## src/rtl/gec_pkg.sv

```systemverilog
package gec_pkg;
  typedef enum logic {
    SRC_LO = 1'b0,
    SRC_HI = 1'b1
  } src_e;

  localparam int unsigned GEC_NUM_SRC = 2;
endpackage

```

## src/rtl/gec_edge_detect.sv

```systemverilog
module gec_edge_detect #(
  parameter int unsigned SYNC_STAGES = 2
) (
  input  logic clk,
  input  logic clear,
  input  logic din,
  output logic rise
);
  localparam int unsigned TOP = SYNC_STAGES - 1;

  logic [SYNC_STAGES-1:0] chain;
  logic                   last;

  always_ff @(posedge clk) begin
    if (clear) begin
      chain <= '0;
      last  <= 1'b0;
    end else begin
      chain <= {chain[SYNC_STAGES-2:0], din};
      last  <= chain[TOP];
    end
  end

  assign rise = chain[TOP] & ~last;
endmodule

```

## src/rtl/gec_sat_counter.sv

```systemverilog
module gec_sat_counter #(
  parameter int unsigned CNT_W = 20
) (
  input  logic             clk,
  input  logic             clear,
  input  logic             step,
  output logic [CNT_W-1:0] count,
  output logic             ovf
);
  localparam logic [CNT_W-1:0] CNT_MAX = {CNT_W{1'b1}};

  logic at_max;
  assign at_max = (count == CNT_MAX);

  always_ff @(posedge clk) begin
    if (clear) begin
      count <= '0;
      ovf   <= 1'b0;
    end else if (step) begin
      if (at_max) begin
        ovf <= 1'b1;
      end else begin
        count <= count + 1'b1;
      end
    end
  end
endmodule

```

## src/rtl/gated_event_counter.sv

```systemverilog
module gated_event_counter
  import gec_pkg::*;
#(
  parameter int unsigned CNT_W       = 20,
  parameter int unsigned SYNC_STAGES = 2
) (
  input  logic             clk,
  input  logic             rst,
  input  logic             evt_hi,
  input  logic             evt_lo,
  input  logic             cnt_en,
  input  logic             sel_hi,
  output logic [CNT_W-1:0] count,
  output logic             ovf
);
  logic                   clear;
  logic [GEC_NUM_SRC-1:0] evt_in;
  logic [GEC_NUM_SRC-1:0] rise;
  logic                   step;
  src_e                   src;

  // The enable bit acts as a synchronous clear of every stage.
  assign clear  = rst | ~cnt_en;
  assign evt_in = {evt_hi, evt_lo};
  assign src    = src_e'(sel_hi);

  for (genvar ch = 0; ch < GEC_NUM_SRC; ch++) begin : g_chan
    gec_edge_detect #(
      .SYNC_STAGES(SYNC_STAGES)
    ) u_edge (
      .clk  (clk),
      .clear(clear),
      .din  (evt_in[ch]),
      .rise (rise[ch])
    );
  end

  // Select edge pulses, not levels, so a select change cannot form an edge.
  assign step = (src == SRC_HI) ? rise[1] : rise[0];

  gec_sat_counter #(
    .CNT_W(CNT_W)
  ) u_cnt (
    .clk  (clk),
    .clear(clear),
    .step (step),
    .count(count),
    .ovf  (ovf)
  );
endmodule

```

## config.mk

```make
export PLATFORM = sky130hd
export DESIGN_NAME = gated_event_counter
export DESIGN_NICKNAME = d
export VERILOG_FILES = /design/src/rtl/gec_pkg.sv /design/src/rtl/gec_edge_detect.sv /design/src/rtl/gec_sat_counter.sv /design/src/rtl/gated_event_counter.sv
export SDC_FILE = /design/constraint.sdc
export NUM_CORES = 1
export LEC_CHECK = 0
export BUFFER_PORTS_ARGS = -buffer_cell sky130_fd_sc_hd__buf_2
export CAP_MARGIN = 20
export CELL_PAD_IN_SITES_DETAIL_PLACEMENT = 1
export CELL_PAD_IN_SITES_GLOBAL_PLACEMENT = 2
export CORE_UTILIZATION = 34
export CTS_BUF_LIST = sky130_fd_sc_hd__clkbuf_16
export DETAILED_ROUTE_END_ITERATION = 6
export PLACE_DENSITY = 0.82
export SYNTH_ARGS = -nofsm -noshare
export SYNTH_HDL_FRONTEND = slang
export SYNTH_HIERARCHICAL = 1
export SYNTH_SLANG_ARGS = --single-unit
```

## constraint.sdc

```tcl
create_clock -name clk -period 6 [get_ports clk]
set_clock_uncertainty 0.05 [all_clocks]
set_input_delay 0.6 -clock clk [delete_from_list [all_inputs] [get_ports clk]]
set_output_delay 0.6 -clock clk [all_outputs]
set_load 0.02 [all_outputs]
```

; ---- Word level (Yosys, flattened, before mapping)
; Cells that the tools add are included.
[word_totals]
wordCells = 18
regBits = 27
input_bits = 6
[op_classes]
bitwise_logic = 7
muxes = 1
add_sub_neg = 1
eq_ne = 1
reduce_logical = 2
[ops]
columns = cell, count
row1 = $add A20 B1 Y20 const B, 1
row2 = $eq A20 B20 Y1 const B, 1
row3 = $not A1 Y1, 4
row4 = $reduce_and A2 Y1, 2
row5 = $and A1 B1 Y1, 2
row6 = $mux W1, 1
row7 = $or A1 B1 Y1, 1

; ---- Depth between registers and ports, before layout
; Gate-level depths: netlist of the first run.
[logic_depth]
word_depth = 4
depth_mapped = 7
mapped_depth_nobuf = 6

; ---- Hierarchy
; Netlist of the first run, hierarchy kept.
[modules_own_cells]
columns = module, area_each_um2, instances, cells_each
row1 = gec_sat_counter, 1164.9, 1, 136
row2 = gec_edge_detect, 87.6, 2, 7
row3 = gated_event_counter, 21.3, 1, 2

; ---- Worst setup path before layout of the first run
; Ideal clock, no wire load.
[synth_timing]
path_kind = input to register
start = input port sel_hi
end = register u_cnt.count[12]
path_stages = 6
t_required_ns = 5.880
slack_ns = 3.862
arrival_ns = 2.018
cell_sequence = mux2_4 -> buf_2 -> and4_1 -> nand3_1 -> or4_1 -> a21oi_1
[synth_between]
elab_chain_len = 2
[synth_lines]
columns = element, line_no
row1 = "start, declared", gated_event_counter.sv:12  ; input logic sel_hi,
row2 = $mux W1, gated_event_counter.sv:39  ; assign step = (src == SRC_HI) ? rise[1] : rise[0];
row3 = $reduce_and A2 Y1 (no source line), --
row4 = "end signal, assigned", gec_sat_counter.sv:23  ; count <= count + 1'b1;
row5 = "end, declared", gec_sat_counter.sv:7  ; output logic [CNT_W-1:0] count,
; No other way between the ends.
; A chain may end at the register's enable or synchronous reset.

; ---- Final worst setup path of the first run
[layout_timing]
start = register u_cnt.count[0]
end = register u_cnt.count[5]
[layout_between]
elab_chain_len = 3
word_cells_on_any_way = 4
[layout_lines]
columns = element
row1 = branches (longest 3 deep; another with $add A20 B1 Y20)
; Parallel ways; which one is timed is not known.

==> impl_metrics.ini, run 1 <==
[outcome]
outcome = finished clean

[global_routing]
track_usage_pct = 18.1
antenna_found_initial = 0
grt_pass1_wl_mm = 5.95
grt_pass1_vias = 1247
gr-total-overflow = 0
grt_max_degree = 31

[clock_tree]
cts_resized = 0
cts_setup_buffers = 0
worstSkewPairLatency_ps = 260
cts_sinks = 27
cts_hold_buf = 0
root_buffer = clkbuf_16
clk_path_buf_depth = 2
cts_max_level = 1
cts_buffers = 3
clk_pin_slew_ps = 70
cts_tree = yes

[hold_path]
hold_depth = 1
hold_class = flip-flop to flip-flop

[timing]
rsz0062_at_grt = false
timing.final.setup_violations = 0
hold_viol = 0
max_freq_mhz = 360
tns_ps = 0
worst_slew_pin_slew_ps = 955
hold_ws_ps = 393
fin_crit_sh_pct = 46.3
slew_headroom_pct = 35.8
worst_slack_ps = 3220
period_minus_slack_ps = 2780
slew_viol_final = 0

[synth]
yosys.cell_types.count = 38
synth_area_leaders = dfxtp_1 (40%), a21oi_1 (6.3%), nor2b_1 (4.6%)
avgSynthCellArea_um2 = 8.96
synth_area_um2 = 1360
synth_warnings = 6
ys_ff_latch = 27
synth_most_common_cell = dfxtp_1
yosysTopAreaCell = dfxtp_1
syn_inst = 152
synth_edf_count = 0
ys.flop_type = dfxtp_1
async_reset_ff_share_pct = 0
yosysSeqAreaShare_pct = 39.7
syn_nets = 159
synth_common_cells = dfxtp_1 (27), a21oi_1 (17), nand2_1 (11)
synth_top_area_share_pct = 39.7

[cells_and_area]
n_antenna_cell = 0
syn_to_final_growth_pct = 18.0
final_nets = 186
fin_util_pct = 42.9
drive_gt1_share_pct = 25.8
fill_cells = 463

[placed_design]
dp.final_hpwl_mm = 2.49
finalWeightedCongestion = 0.774
place_ws_ps = 3250
io_buffer_count = 26

[setup_path]
crit_required_ps = 6100
crit_path_max_incr_delay_ps = 870
endpoint_kind = flip-flop
worstSetupPathType = flip-flop to flip-flop
crit_path_top_delay_cell = nor4_2
path_max_fanout = 12
critPathLaunchType = flip-flop
worstRegToRegCells = 6
worstPathCellList = ha_1 -> nand3_1 -> nor4_2 -> buf_4 -> a21oi_1 -> mux2_2
critPathArrivalTime_ps = 2880

[floorplan]
start_util_pct = 36.4
core-area_um2 = 3740
die_w_um = 65.3
io_pins = 27
dieHeight_um = 65.3
rows = 22
die_area_um2 = 4260

[detailed_routing]
post_drt_wl_per_cell_um = 15.3
viasPerCell = 5.57
drtIter0Drc = 72
wirelength_mm = 3.45
drt.antenna.violating_nets = 0
drc_errors = 0
dr_total_vias = 1258
first_pass_iters = 4

[pwr]
leakagePower_nw = 0.617
vdd_ir_drop_max_v = 0.000111
power.density_nw_per_um2 = 212

[job]
max_cap_violations = 0
## metrics by stage
stage          power (mW)  instance area (µm²)  std cells
6_report            0.341                 1610        226
3_5_place_dp        0.193                 1520        221
3_3_place_gp        0.192                 1520        221
4_1_cts             0.345                 1600        225
5_1_grt             0.355                 1610        226
2_1_floorplan       0.190                 1360        152
## registers in the layout, summed over array words and instances, names as in the netlist
register             flops
g_chan.u_edge/last       2
u_cnt/ovf                1
u_cnt/count             20
g_chan.u_edge/chain      4
## worst max-delay path, delay by kind of cell, from the launching register on
family                     cells  cell delay, ps
and+or+nand+nor                2            1150
adders and majority gates      1             290
DFF                            1             470
buffers and inverters          1             310
AOI/OAI and AO/OA              1             100
muxes                          1             290
## per-layer routing
metal | part of all wire (%) | wire [µm] | vias up | GRT usage (%)
met5 | 0 | 0 | - | 0
met3 | 4.0 | 137 | 7 | 3.65
met2 | 48 | 1650 | 29 | 30.5
met1 | 46 | 1600 | 594 | 22.3
li1 | - | - | 628 | -
met4 | 1.5 | 53 | 0 | 7.07
## final timing paths
| check | from | endpoint | slack (ps) |
|---|---|---|---|
| max reg2reg | u_cnt/count[0] | u_cnt/count[5] | 3220 |
| min reg2reg | g_chan[1].u_edge/chain[0] | g_chan[1].u_edge/chain[1] | 390 |
| max | u_cnt/count[0] | u_cnt/count[5] | 3220 |
| min | g_chan[1].u_edge/chain[0] | g_chan[1].u_edge/chain[1] | 390 |
## power breakdown
part | internal, mW | total, mW | leakage [nW] | switching (mW)
combinational | 0.00354 | 0.00858 | 0.358 | 0.00504
sequential | 0.180 | 0.180 | 0.218 | 0.000338
clock | 0.0900 | 0.152 | 0.0409 | 0.0619
total | 0.274 | 0.341 | 0.617 | 0.0673
## layout make-up
| cell class | instances | area, µm² | share of cell area, % |
|---|---|---|---|
| well taps | 48 | 60.1 | 3.74 |
| flip-flops and latches | 27 | 541 | 33.6 |
| repair buffers | 28 | 149 | 9.27 |
| clock buffers | 3 | 75.1 | 4.67 |
| inverters | 3 | 11.3 | 0.701 |
| clock inverters | 1 | 5.00 | 0.312 |
| multi-input cells | 116 | 766 | 47.7 |
## kinds of logic after synthesis
kind of cell,count (synthesis),share of synthesized area (%)
simple gates,77,36.1
buf+inv,9,4.04
compound gates,32,14.1
mux,6,5.15
fa+ha+maj,1,0.919
flops,27,39.7
## layout by cell type, fill, tap and decap left out, types with 2 or more instances in the layout
cell       instances
inv_1              3
and3_1             4
nand4_1            6
nor2b_1           10
o21ai_0            4
nor3_1             5
o31ai_1            7
nand2_1           11
or4_1              7
nor4_1             2
a21oi_1           17
nor2_1             7
or3_1              2
mux2_2             4
nand3_1            7
buf_2             26
dfxtp_1           27
and4_1             5
clkbuf_16          3
nor2b_2            2
Power figures use the tool's default switching activity.
==> run 2, diff against run 1 <==
--- a/config.mk
+++ b/config.mk
@@ -9,10 +9,10 @@
 export CAP_MARGIN = 20
 export CELL_PAD_IN_SITES_DETAIL_PLACEMENT = 1
 export CELL_PAD_IN_SITES_GLOBAL_PLACEMENT = 2
-export CORE_UTILIZATION = 34
+export CORE_UTILIZATION = 29
 export CTS_BUF_LIST = sky130_fd_sc_hd__clkbuf_16
 export DETAILED_ROUTE_END_ITERATION = 6
-export PLACE_DENSITY = 0.82
+export PLACE_DENSITY = 0.75
 export SYNTH_ARGS = -nofsm -noshare
 export SYNTH_HDL_FRONTEND = slang
 export SYNTH_HIERARCHICAL = 1
==> constraint.sdc (replaced) <==
create_clock -name clk -period 2.3 [get_ports clk]
set_clock_uncertainty 0.05 [all_clocks]
set_input_delay 0.23 -clock clk [delete_from_list [all_inputs] [get_ports clk]]
set_output_delay 0.23 -clock clk [all_outputs]
set_load 0.02 [all_outputs]
==> run 2 against run 1 <==
The flow now finishes with violations (DRC); critical path depth is the same; combinational power grew to 2.6 times the previous value; routed wire length grew 10%; first-iteration DRC count shrank 19%; total power grew to 2.6 times the previous value; utilization shrank 6.2 points; clock power grew to 2.7 times the previous value.
==> impl_metrics.ini, run 2 (synthesized netlist as in run 1, its figures left out) <==
[timing]
fin_crit_sh_pct = 89.8
timing.final.setup_violations = 0
hold_viol = 0
slew_viol_final = 0
slew_headroom_pct = 62.2
tns_ps = 0
rsz0062_at_grt = false
worst_slew_pin_slew_ps = 567
max_freq_mhz = 484
period_minus_slack_ps = 2070
worst_slack_ps = 234

[setup_path]
worstPathCellList = nor2b_2 -> mux2_4 -> and4_1 -> nand3_1 -> or4_1 -> a21oi_1
critPathArrivalTime_ps = 2210
critPathLaunchType = flip-flop
critical-path-top-delay-family = simple AND/OR/NAND/NOR gates
crit_path_max_incr_delay_ps = 570
endpoint_kind = flip-flop
path_max_fanout = 10
r2r_slack_ps = 230
worstRegToRegCells = 6
worst-path-buf-inv = 0
crit_path_top_delay_cell = or4_1
crit_cells = 6
worstSetupPathType = flip-flop to flip-flop
crit_required_ps = 2450

[global_routing]
antenna_found_initial = 0
grt_pass1_vias = 1312
grt_pass1_wl_mm = 6.42
grt_max_degree = 18
track_usage_pct = 16.4
gr-total-overflow = 0

[floorplan]
die_area_um2 = 4970
die_w_um = 70.5
rows = 24
dieHeight_um = 70.5
core-area_um2 = 4440
io_pins = 27
start_util_pct = 30.6

[outcome]
violations = DRC
outcome = complete, but fails checks

[detailed_routing]
drt.antenna.violating_nets = 0
drtIter0Drc = 58
first_pass_iters = 6
drc_errors = 8
post_drt_wl_per_cell_um = 16.3
viasPerCell = 5.66
dr_total_vias = 1319
wirelength_mm = 3.80

[clock_tree]
cts_sinks = 27
cts_max_level = 1
cts_hold_buf = 0
cts_tree = yes
clk_path_buf_depth = 2
cts_resized = 0
cts_buffers = 3
worstSkewPairLatency_ps = 270
root_buffer = clkbuf_16
clk_pin_slew_ps = 70
cts_setup_buffers = 0

[cells_and_area]
final_common_cell = dfxtp_1
ff_latch_area_um2 = 541
n_antenna_cell = 0
largest_reg_flops = 20
final_cell_mix = dfxtp_1 (27), buf_2 (26), a21oi_1 (17), nand2_1 (11), nor2b_1 (10)
syn_to_final_growth_pct = 19.9
fill_cells = 560
final_nets = 189
reg.largest.list = u_cnt/count (20), g_chan.u_edge/chain (4), g_chan.u_edge/last (2)
multiInputGateArea_um2 = 766
regMostFlops = u_cnt/count
drive_gt1_share_pct = 27.1

[placed_design]
place_ws_ps = 259
dp.final_hpwl_mm = 2.87
io_buffer_count = 26
finalWeightedCongestion = 0.749

[pwr]
leakagePower_nw = 0.627
power.density_nw_per_um2 = 552
vdd_ir_drop_max_v = 0.000245

[hold_path]
hold_depth = 2
hold_class = primary input to flip-flop

[job]
max_cap_violations = 0
[run 2: cell types whose count changed in the layout (fill, tap and decap cells not counted)]
cell	delta
clkinv_2	-1
clkinvlp_4	+1
buf_6	-1
buf_4	+4
[run 2: metal layers]
layer | vias to the layer above | share of wire [%] | track usage [%]
li1 | 638 | - | -
met1 | 646 | 45 | 19.6
met2 | 28 | 50 | 29.4
met3 | 7 | 3.3 | 2.45
met4 | 0 | 1.7 | 6.58
met5 | - | 0 | 0
[run 2: layout make-up]
cell class,instances,share of cell area [%]
multi-input cells,116,46.9
flip-flops and latches,27,33.1
repair buffers,31,10.3
clock buffers,3,4.60
well taps,52,3.98
inverters,3,0.690
clock inverters,1,0.460
[run 2: stage by stage]
step | power (mW) | util [%] | instances | hold slack (ps) | cell area [µm²]
2_1_floorplan | 0.496 | - | 152 | 308 | 1360
3_3_place_gp | 0.503 | 34.9 | 229 | 381 | 1550
3_5_place_dp | 0.504 | 34.9 | 229 | 384 | 1550
4_1_cts | 0.917 | 36.7 | 233 | 118 | 1630
5_1_grt | 0.935 | 36.7 | 233 | 154 | 1630
6_report | 0.902 | 36.7 | 233 | 118 | 1630
[run 2: final timing paths]
| path | start | to |
|---|---|---|
| hold / removal | evt_hi | g_chan[1].u_edge/chain[0] |
| hold reg to reg | g_chan[0].u_edge/chain[0] | g_chan[0].u_edge/chain[1] |
| setup / recovery | g_chan[1].u_edge/chain[1] | u_cnt/count[12] |
| setup reg to reg | g_chan[1].u_edge/chain[1] | u_cnt/count[12] |
[run 2: where the power goes]
group	internal [mW]	switching, mW
combinational	0.00871	0.0132
clock	0.237	0.173
sequential	0.469	0.000913
==> run 3, diff against run 2 <==
==> constraint.sdc (replaced) <==
create_clock -name clk -period 1.8 [get_ports clk]
set_clock_uncertainty 0.05 [all_clocks]
set_input_delay 0.18 -clock clk [delete_from_list [all_inputs] [get_ports clk]]
set_output_delay 0.18 -clock clk [all_outputs]
set_load 0.02 [all_outputs]
==> run 3 against run 2 <==
The run still ends with DRC left; clock power is 29% higher; critical path depth stayed put; sequential share of layout area is 2.8 points lower; sequential cell count stayed put; sequential power is 26% higher; combinational power is 37% higher; critical endpoint is now u_cnt/count[14].
==> impl_metrics.ini, run 3 (synthesized netlist as in run 1, its figures left out) <==
[placed_design]
finalWeightedCongestion = 0.746
io_buffer_count = 26
dp.cells = 241
dp.final_hpwl_mm = 2.95
place_ws_ps = -5.87

[timing]
hold_viol = 0
period_minus_slack_ps = 1770
max_freq_mhz = 565
slew_headroom_pct = 60.3
slew_viol_final = 0
fin_crit_sh_pct = 98.4
rsz0062_at_grt = true
worst_slack_ps = 28.6
timing.final.setup_violations = 0
worst_slew_pin_slew_ps = 596

[pwr]
leakagePower_nw = 0.741
p_comb_share_pct = 2.6
seq_power_share_pct = 51.4
power_frac_clock_pct = 46.0
swShare_pct = 21.3
switchingPower_mw = 0.245
p_int_mw = 0.905
power.density_nw_per_um2 = 615
vdd_ir_drop_max_v = 0.000307

[hold_path]
worstHoldStart = evt_hi
hold_depth = 2
hold_path_end = g_chan[1].u_edge/chain[0]
hold_class = primary input to flip-flop

[global_routing]
gr-total-overflow = 0
grt_pass1_wl_mm = 6.62
track_usage_pct = 16.8
grt_max_degree = 17
antenna_found_initial = 0
grt_pass1_vias = 1383

[cells_and_area]
final_common_cell = buf_2
drive_gt1_share_pct = 44.2
fill_cells = 521
stdcell_count = 249
reg.largest.list = u_cnt/count (20), g_chan.u_edge/chain (4), g_chan.u_edge/last (2)
final_cell_mix = buf_2 (26), buf_4 (19), dfxtp_1 (17), a21oi_1 (15), nand2_1 (11)
largest_reg_flops = 20
syn_to_final_growth_pct = 37.5
final_nets = 205
regMostFlops = u_cnt/count
n_antenna_cell = 0

[setup_path]
crit_required_ps = 1940
timing.rr.start = g_chan[0].u_edge/chain[1]
r2r_slack_ps = 30
worstRegToRegCells = 6
critPathArrivalTime_ps = 1910
rr_endpoint = u_cnt/count[14]
path_max_fanout = 5
endpoint_kind = flip-flop
critPathLaunchType = flip-flop
worstSetupPathType = flip-flop to flip-flop

[detailed_routing]
drc_errors = 6
dr_total_vias = 1377
viasPerCell = 5.53
post_drt_wl_per_cell_um = 17.1
first_pass_iters = 6
wirelength_mm = 4.26
drtIter0Drc = 56
drt.antenna.violating_nets = 0

[clock_tree]
clk_path_buf_depth = 2
cts_hold_buf = 0
root_buffer = clkbuf_16
cts_buffers = 3
worstSkewPairLatency_ps = 270
cts_max_level = 1
cts_tree = yes
cts_sinks = 27
clk_pin_slew_ps = 70

[outcome]
outcome = complete, but fails checks
violations = DRC

[floorplan]
dieHeight_um = 70.5
die_w_um = 70.5
core-area_um2 = 4440
start_util_pct = 30.6
die_area_um2 = 4970
io_pins = 27
rows = 24

[job]
max_cap_violations = 0
run 3: cell types whose count changed in the layout (fill, tap and decap cells not counted), sizes merged:
cell | previous run | this run
nand4 | 8 | 9
buf | 31 | 46
run 3: power by group through the flow:
stage          logic [mW]  clock network, mW  registers, mW
6_report           0.0300              0.529          0.592
3_5_place_dp       0.0302                  0          0.615
5_1_grt            0.0341              0.573          0.592
3_3_place_gp       0.0285                  0          0.614
4_1_cts            0.0304              0.545          0.600
2_1_floorplan      0.0195                  0          0.615
run 3: per-stage QoR:
stage	util [%]	hold WS (ps)	setup TNS, ps	instance area [µm²]	power [mW]
2_1_floorplan	-	258	-26.8	1390	0.634
3_3_place_gp	37.4	344	0	1660	0.643
3_5_place_dp	37.4	352	-10.2	1660	0.645
4_1_cts	40.1	72.6	-3.55	1780	1.18
5_1_grt	42.1	102	-165	1870	1.20
6_report	42.1	68.6	0	1870	1.15
run 3: repair_timing:
action / 4_1_cts / 5_1_grt
resized for setup: 2 / 20
setup buffers: 3 / 0
cloned: 0 / 1
endpoints found under the setup margin: 2 / 15
pin swaps: 1 / 5
run 3: worst max path at each step:
stage	cells after the start	slack, ps	from	end
after floorplan	6	-20	u_cnt/count[0]	u_cnt/count[0]
after global placement	6	70	u_cnt/count[1]	u_cnt/count[16]
after detailed placement	6	-6	g_chan[0].u_edge/chain[1]	u_cnt/count[17]
after CTS	6	-4	g_chan[0].u_edge/chain[1]	u_cnt/count[14]
after global routing	4	-60	u_cnt/count[15]	u_cnt/count[19]
final	6	30	g_chan[0].u_edge/chain[1]	u_cnt/count[14]
run 3: worst max-delay path, cell delays in order (launching register included):
cell     delay [ps]
dfxtp_1         320
nor2b_2         130
mux2_4          150
and4_4          260
nand3_4         110
or4b_1          510
a21oi_1         160
run 3: area by class of cell:
type	instances	area (µm²)	share of cell area, %
timing repair buffer	46	284	15.2
clock buffer	3	75.1	4.01
tap	52	65.1	3.48
clock inverter	1	7.51	0.401
sequential	27	568	30.3
multi-input combinational	117	861	46.0
inverter	3	11.3	0.602
run 3: routing by layer:
layer	wire (µm)	GRT usage, %
met3	184	3.03
met2	2130	28.6
met5	0	0
met4	74	7.71
met1	1870	20.6
